==> src/rtl/decade_chain_pkg.sv <==
package decade_chain_pkg;
  typedef enum logic [1:0] {
    MODE_NORMAL = 2'b00,
    MODE_TEST   = 2'b01,
    MODE_HALF   = 2'b10,
    MODE_ROUND  = 2'b11
  } chain_mode_e;
endpackage

==> src/rtl/count_edge_sense.sv <==
// Samples the count input and flags a low-to-high change for one cycle.
module count_edge_sense (
  input  logic clk,
  input  logic rst,
  input  logic sig_i,
  output logic rise_o
);
  logic prev_q;

  // Reset value 1: a level already high at reset release is not a count.
  always_ff @(posedge clk) begin
    if (rst) prev_q <= 1'b1;
    else     prev_q <= sig_i;
  end

  assign rise_o = sig_i & ~prev_q;
endmodule

==> src/rtl/decade_cell.sv <==
// One decimal stage: steps on adv_i and wraps from RADIX-1 to 0.
module decade_cell #(
  parameter int RADIX = 10,
  parameter int W     = 4
) (
  input  logic         clk,
  input  logic         rst,
  input  logic         adv_i,
  output logic [W-1:0] q_o,
  output logic [W-1:0] q_nxt_o
);
  localparam logic [W-1:0] TOP = W'(RADIX - 1);

  logic [W-1:0] cnt_q;

  always_comb begin
    q_nxt_o = cnt_q;
    if (adv_i) q_nxt_o = (cnt_q == TOP) ? '0 : cnt_q + 1'b1;
  end

  always_ff @(posedge clk) begin
    if (rst) cnt_q <= '0;
    else     cnt_q <= q_nxt_o;
  end

  assign q_o = cnt_q;
endmodule

==> src/rtl/carry_router.sv <==
// Decides which stages step on this count, according to the front mode.
module carry_router
  import decade_chain_pkg::*;
#(
  parameter int                N          = 5,
  parameter int                W          = 4,
  parameter int                RADIX      = 10,
  parameter int                ROUND_TAP  = 4,
  parameter int                HALF_TAP   = 7,
  parameter logic [N-1:0]      TEST_MASK  = 5'b01011
) (
  input  logic           rise_i,
  input  chain_mode_e    mode_i,
  input  logic [N*W-1:0] dig_i,
  output logic [N-1:0]   adv_o
);
  localparam logic [W-1:0] TOP = W'(RADIX - 1);

  logic [W-1:0] tap;

  always_comb begin
    case (mode_i)
      MODE_ROUND: tap = W'(ROUND_TAP);
      MODE_HALF:  tap = W'(HALF_TAP);
      default:    tap = TOP;
    endcase
  end

  always_comb begin
    adv_o    = '0;
    adv_o[0] = rise_i;
    for (int k = 1; k < N; k++) begin
      if (mode_i == MODE_TEST && TEST_MASK[k])
        adv_o[k] = rise_i;
      else if (k == 1)
        adv_o[k] = rise_i && (dig_i[W-1:0] == tap);
      else
        adv_o[k] = adv_o[k-1] && (dig_i[(k-1)*W +: W] == TOP);
    end
  end
endmodule

==> src/rtl/front_display.sv <==
// Maps the lowest stage's internal count to its shown value per mode.
module front_display
  import decade_chain_pkg::*;
#(
  parameter int W        = 4,
  parameter int HALF_LO  = 3,
  parameter int HALF_HI  = 7,
  parameter int HALF_VAL = 5
) (
  input  chain_mode_e  mode_i,
  input  logic [W-1:0] raw_i,
  output logic [W-1:0] shown_o
);
  always_comb begin
    case (mode_i)
      MODE_NORMAL: shown_o = raw_i;
      MODE_HALF:   shown_o = (raw_i >= W'(HALF_LO) && raw_i <= W'(HALF_HI))
                             ? W'(HALF_VAL) : '0;
      default:     shown_o = '0;
    endcase
  end
endmodule

==> src/rtl/decade_chain_counter.sv <==
module decade_chain_counter
  import decade_chain_pkg::*;
#(
  parameter int                    NUM_DIGITS = 5,
  parameter int                    DIGIT_W    = 4,
  parameter int                    RADIX      = 10,
  parameter int                    ROUND_TAP  = 4,
  parameter int                    HALF_TAP   = 7,
  parameter int                    HALF_LO    = 3,
  parameter int                    HALF_VAL   = 5,
  parameter logic [NUM_DIGITS-1:0] TEST_MASK  = 5'b01011
) (
  input  logic                          clk,
  input  logic                          rst,
  input  logic                          count_in,
  input  logic [1:0]                    mode,
  output logic [NUM_DIGITS*DIGIT_W-1:0] digits,
  output logic                          carry_out,
  output logic [NUM_DIGITS-1:0]         stage_adv
);
  localparam int TOTAL_W = NUM_DIGITS * DIGIT_W;

  chain_mode_e          mode_e;
  logic                 rise;
  logic [NUM_DIGITS-1:0] adv;
  logic [TOTAL_W-1:0]   cur_flat;
  logic [TOTAL_W-1:0]   nxt_flat;
  logic [DIGIT_W-1:0]   front_shown;
  logic [DIGIT_W-1:0]   front_q;
  logic                 carry_q;
  logic [NUM_DIGITS-1:0] adv_q;
  logic                 all_zero_nxt;

  assign mode_e = chain_mode_e'(mode);

  count_edge_sense u_edge (
    .clk    (clk),
    .rst    (rst),
    .sig_i  (count_in),
    .rise_o (rise)
  );

  carry_router #(
    .N         (NUM_DIGITS),
    .W         (DIGIT_W),
    .RADIX     (RADIX),
    .ROUND_TAP (ROUND_TAP),
    .HALF_TAP  (HALF_TAP),
    .TEST_MASK (TEST_MASK)
  ) u_router (
    .rise_i (rise),
    .mode_i (mode_e),
    .dig_i  (cur_flat),
    .adv_o  (adv)
  );

  for (genvar g = 0; g < NUM_DIGITS; g++) begin : g_stage
    decade_cell #(
      .RADIX (RADIX),
      .W     (DIGIT_W)
    ) u_cell (
      .clk     (clk),
      .rst     (rst),
      .adv_i   (adv[g]),
      .q_o     (cur_flat[g*DIGIT_W +: DIGIT_W]),
      .q_nxt_o (nxt_flat[g*DIGIT_W +: DIGIT_W])
    );
  end

  front_display #(
    .W        (DIGIT_W),
    .HALF_LO  (HALF_LO),
    .HALF_HI  (HALF_TAP),
    .HALF_VAL (HALF_VAL)
  ) u_front (
    .mode_i  (mode_e),
    .raw_i   (nxt_flat[DIGIT_W-1:0]),
    .shown_o (front_shown)
  );

  assign all_zero_nxt = (nxt_flat == '0);

  always_ff @(posedge clk) begin
    if (rst) begin
      front_q <= '0;
      carry_q <= 1'b1;
      adv_q   <= '0;
    end else begin
      front_q <= front_shown;
      carry_q <= rise && all_zero_nxt;
      adv_q   <= adv;
    end
  end

  assign digits    = {cur_flat[TOTAL_W-1:DIGIT_W], front_q};
  assign carry_out = carry_q;
  assign stage_adv = adv_q;
endmodule

==> config.mk <==
export PLATFORM = sky130hd
export DESIGN_NAME = decade_chain_counter
export DESIGN_NICKNAME = d
export VERILOG_FILES = /design/src/rtl/decade_chain_pkg.sv /design/src/rtl/count_edge_sense.sv /design/src/rtl/decade_cell.sv /design/src/rtl/carry_router.sv /design/src/rtl/front_display.sv /design/src/rtl/decade_chain_counter.sv
export SDC_FILE = /design/constraint.sdc
export NUM_CORES = 1
export LEC_CHECK = 0
export ABC_CLOCK_PERIOD_IN_PS = 5500
export BUFFER_PORTS_ARGS = -buffer_cell sky130_fd_sc_hd__buf_4
export CAP_MARGIN = 20
export CORE_MARGIN = 2
export CORE_UTILIZATION = 59
export CTS_BUF_LIST = sky130_fd_sc_hd__clkbuf_4 sky130_fd_sc_hd__clkbuf_8 sky130_fd_sc_hd__clkbuf_16
export DETAILED_ROUTE_END_ITERATION = 10
export PLACE_DENSITY = 0.86
export SKIP_CTS_REPAIR_TIMING = 1
export SYNTH_ARGS = -nofsm -noshare
export SYNTH_HDL_FRONTEND = slang
export SYNTH_SLANG_ARGS = --single-unit
==> constraint.sdc <==
create_clock -name clk -period 5.5 [get_ports clk]
set_clock_uncertainty 0.1 [all_clocks]
set_input_delay 0.275 -clock clk [delete_from_list [all_inputs] [get_ports clk]]
set_output_delay 0.275 -clock clk [all_outputs]
set_load 0.05 [all_outputs]
==> flow_metrics.env <==
export IMPL_cts_inserted_buffers=5
export IMPL_fillerInstances=236
export IMPL_cp_end_kind="register"
export IMPL_diodes=0
export IMPL_crit_top_cell="o211ai_1"
export IMPL_syn_inst=212
export IMPL_finalCriticalPeriod_ps=2130
export IMPL_io_buffers=30
export IMPL_fp_dieH_um=58.7
export IMPL_cts_tree="yes"
export IMPL_core_area_mm2=0.00281
export IMPL_row_count=19
export IMPL_hp_class="in2reg"
export IMPL_synth_edf_count=0
export IMPL_synth_area_leaders="dfxtp_1, buf_4, nor2_1"
export IMPL_cp_slowest_cell="dfxtp_1"
export IMPL_worstReg2RegEnd="carry_out"
export IMPL_timing_fmax_mhz=469
export IMPL_maxSlewViolCount=0
export IMPL_synthArstFlopShare=0
export IMPL_peakVddDrop_uv=169
export IMPL_gp_congestion=0.820
export IMPL_cp_arrival_ps=2260
export IMPL_clkSlewWorstSetupHoldPaths_ps=100
export IMPL_overflow=0
export IMPL_outcome="finished with violations"
export IMPL_total_power_uw=413
export IMPL_drt_first_pass_iters=7
export IMPL_cp_top_family="compound AO/OA/AOI/OAI gates"
export IMPL_h_tree_depth=2
export IMPL_cellPowerDensity_mw_per_mm2=213
export IMPL_vias=1485
export IMPL_wl_mm=3.26
export IMPL_rsz0062_at_grt="no"
export IMPL_crit_buf_inv=0
export IMPL_drt_initial_drc_count=63
export IMPL_syn_area_per_cell_um2=8.32
export IMPL_r2r_cells=6
export IMPL_regToRegStartpoint="g_stage[0].u_cell.q_o[2]"
export IMPL_die_area_mm2=0.00344
export IMPL_drc=2
export IMPL_maxCapViolations=0
export IMPL_grtUsageTotal=0.203
export IMPL_crit_path_max_fanout=13
export IMPL_place_hpwl_mm=2.27
export IMPL_cp_required_ps=5630
export IMPL_failed_checks="design-rule violations"
export IMPL_layout_drive_gt1_share=0.201
export IMPL_grt_max_degree=33
export IMPL_finalCritPeriodShare=0.388
export IMPL_hp_start="count_in"
export IMPL_yosysSeqAreaShare=0.352
export IMPL_ys_ff_latch=31
export IMPL_die_x_um=58.7
export IMPL_whs_path_depth=2
export IMPL_synthFlopType="dfxtp_1"
export IMPL_worstSkewPairLatency_ps=330
export IMPL_slowest_delay_ps=590
export IMPL_final_nets=228
export IMPL_grt_pass1_vias=1214
export IMPL_routed_via_density=5.82
export IMPL_crit_chain="nand3b_1 > o211ai_1 > o211ai_1 > a22o_1 > a41oi_1 > nor3_2"
export IMPL_synth_top_area_frac=0.352
export IMPL_max_slew_margin=0.512
export IMPL_r2r_slack_ps=3370
export IMPL_cts_max_path_buffers=2
export IMPL_ios=31
export IMPL_syn_num_nets=217
export IMPL_antenna_left=0
export IMPL_initial_utilization=0.628
export IMPL_cts_root_buf="clkbuf_4"
export IMPL_wl_per_cell_um=12.8
export IMPL_cts_num_sinks=31
export IMPL_finalSetupViolations=0
export IMPL_hold_viol=0
export IMPL_p_leak_uw=0.000762
export IMPL_cp_start_kind="register"
export IMPL_min_to="u_edge.prev_q"
export IMPL_yosys_area_top_type="dfxtp_1"
export IMPL_syn_cell_area_mm2=0.00176
export IMPL_antenna_found_initial=0
export IMPL_area_delta_synth_final_pct=9.72
export IMPL_setup_tns_ps=0
export IMPL_crit_type="reg2reg"
export IMPL_grt_pass1_wl_mm=5.27
export IMPL_synthDistinctLibCells=53
export IMPL_tightest_slew_ps=721
export IMPL_yosysWarnings=0
-- state kept, by name (all words and copies together), names as in the netlist --
name and cells:
carry_out 1, front_q 4, stage_adv 5, u_edge.prev_q 1, g_stage.u_cell.q_o 20
-- cells in the mapped netlist (all sizes together) (2+ instances only) --
master,instances
nand4bb,2
o2111ai,2
nor3,6
o21ai,14
xor2,6
nor2,28
clkbuf,6
nand2,10
or3,4
o2111a,2
nor4b,2
nor2b,10
buf,20
inv,7
nand3,6
o211ai,3
a41oi,2
dfxtp,31
xnor2,7
nor3b,4
and2b,2
nand2b,2
a31oi,3
a21oi,12
-- cells by family (layout without fill, tap and decap cells) --
logic type / count (synthesis) / in the layout / share of synthesized area
mux: 1 / 1 / 0.00568
xor+xnor: 13 / 13 / 0.0646
buf+inv: 33 / 45 / 0.109
compound gates: 50 / 50 / 0.208
flops: 31 / 31 / 0.352
simple gates: 84 / 84 / 0.261
-- metrics by stage --
| stage | hold slack (ps) | cell area [um2] | std cells | util | setup slack (ps) |
|---|---|---|---|---|---|
| global placement | 385 | 1860 | 247 | 0.664 | 3390 |
| detailed placement | 395 | 1860 | 247 | 0.664 | 3350 |
| CTS | 30.6 | 1930 | 255 | 0.690 | 3360 |
| floorplan | 279 | 1760 | 212 | - | 3670 |
| global route | 34.9 | 1930 | 255 | 0.690 | 3160 |
| finish | 48.3 | 1930 | 255 | 0.690 | 3370 |
-- per-layer routing --
metal | vias to the layer above | wire length (um) | GRT usage
met5 | - | 0 | 0
met2 | 34 | 1470 | 0.300
met3 | 7 | 149 | 0.0615
li1 | 765 | - | -
met4 | 0 | 71 | 0.0942
met1 | 679 | 1570 | 0.272
-- cell type report --
cell class,instances,area (um2),share of cell area
clock buffer,8,72.6,0.0375
inverter,7,26.3,0.0136
multi-input combinational,148,951,0.492
sequential,31,621,0.321
tap,31,38.8,0.0201
timing repair buffer,30,225,0.116
-- where the power goes --
group | internal, uW | total, uW | switching, uW
Combinational | 8.84 | 25.2 | 16.3
Sequential | 227 | 229 | 2.45
Clock | 80.1 | 158 | 78.4
Total | 315 | 413 | 97.2
-- worst max path at each step --
stage	to	slack, ps	startpoint	depth (start not counted)
6_report	carry_out	3370	g_stage[0].u_cell.q_o[2]	6
5_1_grt	carry_out	3160	g_stage[0].u_cell.q_o[2]	6
4_1_cts	carry_out	3360	g_stage[0].u_cell.q_o[2]	6
3_5_place_dp	carry_out	3350	count_in	7
3_3_place_gp	carry_out	3390	count_in	7
2_1_floorplan	carry_out	3670	g_stage[1].u_cell.q_o[2]	6
-- worst reg2reg max path, delay by kind of cell (launching register included) --
family,cells,cell delay (ps)
flops,1,590
simple gates,2,250
compound gates,4,1080
-- placed cells by master (no fill, tap or decap), types with 2 or more instances in the layout --
cell	Yosys	final
o21ai_0	12	12
inv_1	7	7
buf_4	17	30
and2b_1	2	2
o211ai_1	3	3
nand2b_1	2	2
nand3_1	6	6
o2111ai_1	2	2
nor2_1	27	27
xor2_1	6	6
a31oi_1	3	3
clkbuf_4	0	6
a21oi_1	12	12
clkbuf_8	0	2
o21ai_1	2	2
dfxtp_1	31	31
nor3_1	5	5
nor4b_1	2	2
nand4bb_1	2	2
xnor2_1	7	7
nand2_1	10	10
or3_1	4	4
nor2b_1	10	10
nor3b_1	4	4
Note: power is estimated with default switching activity, not from simulation.
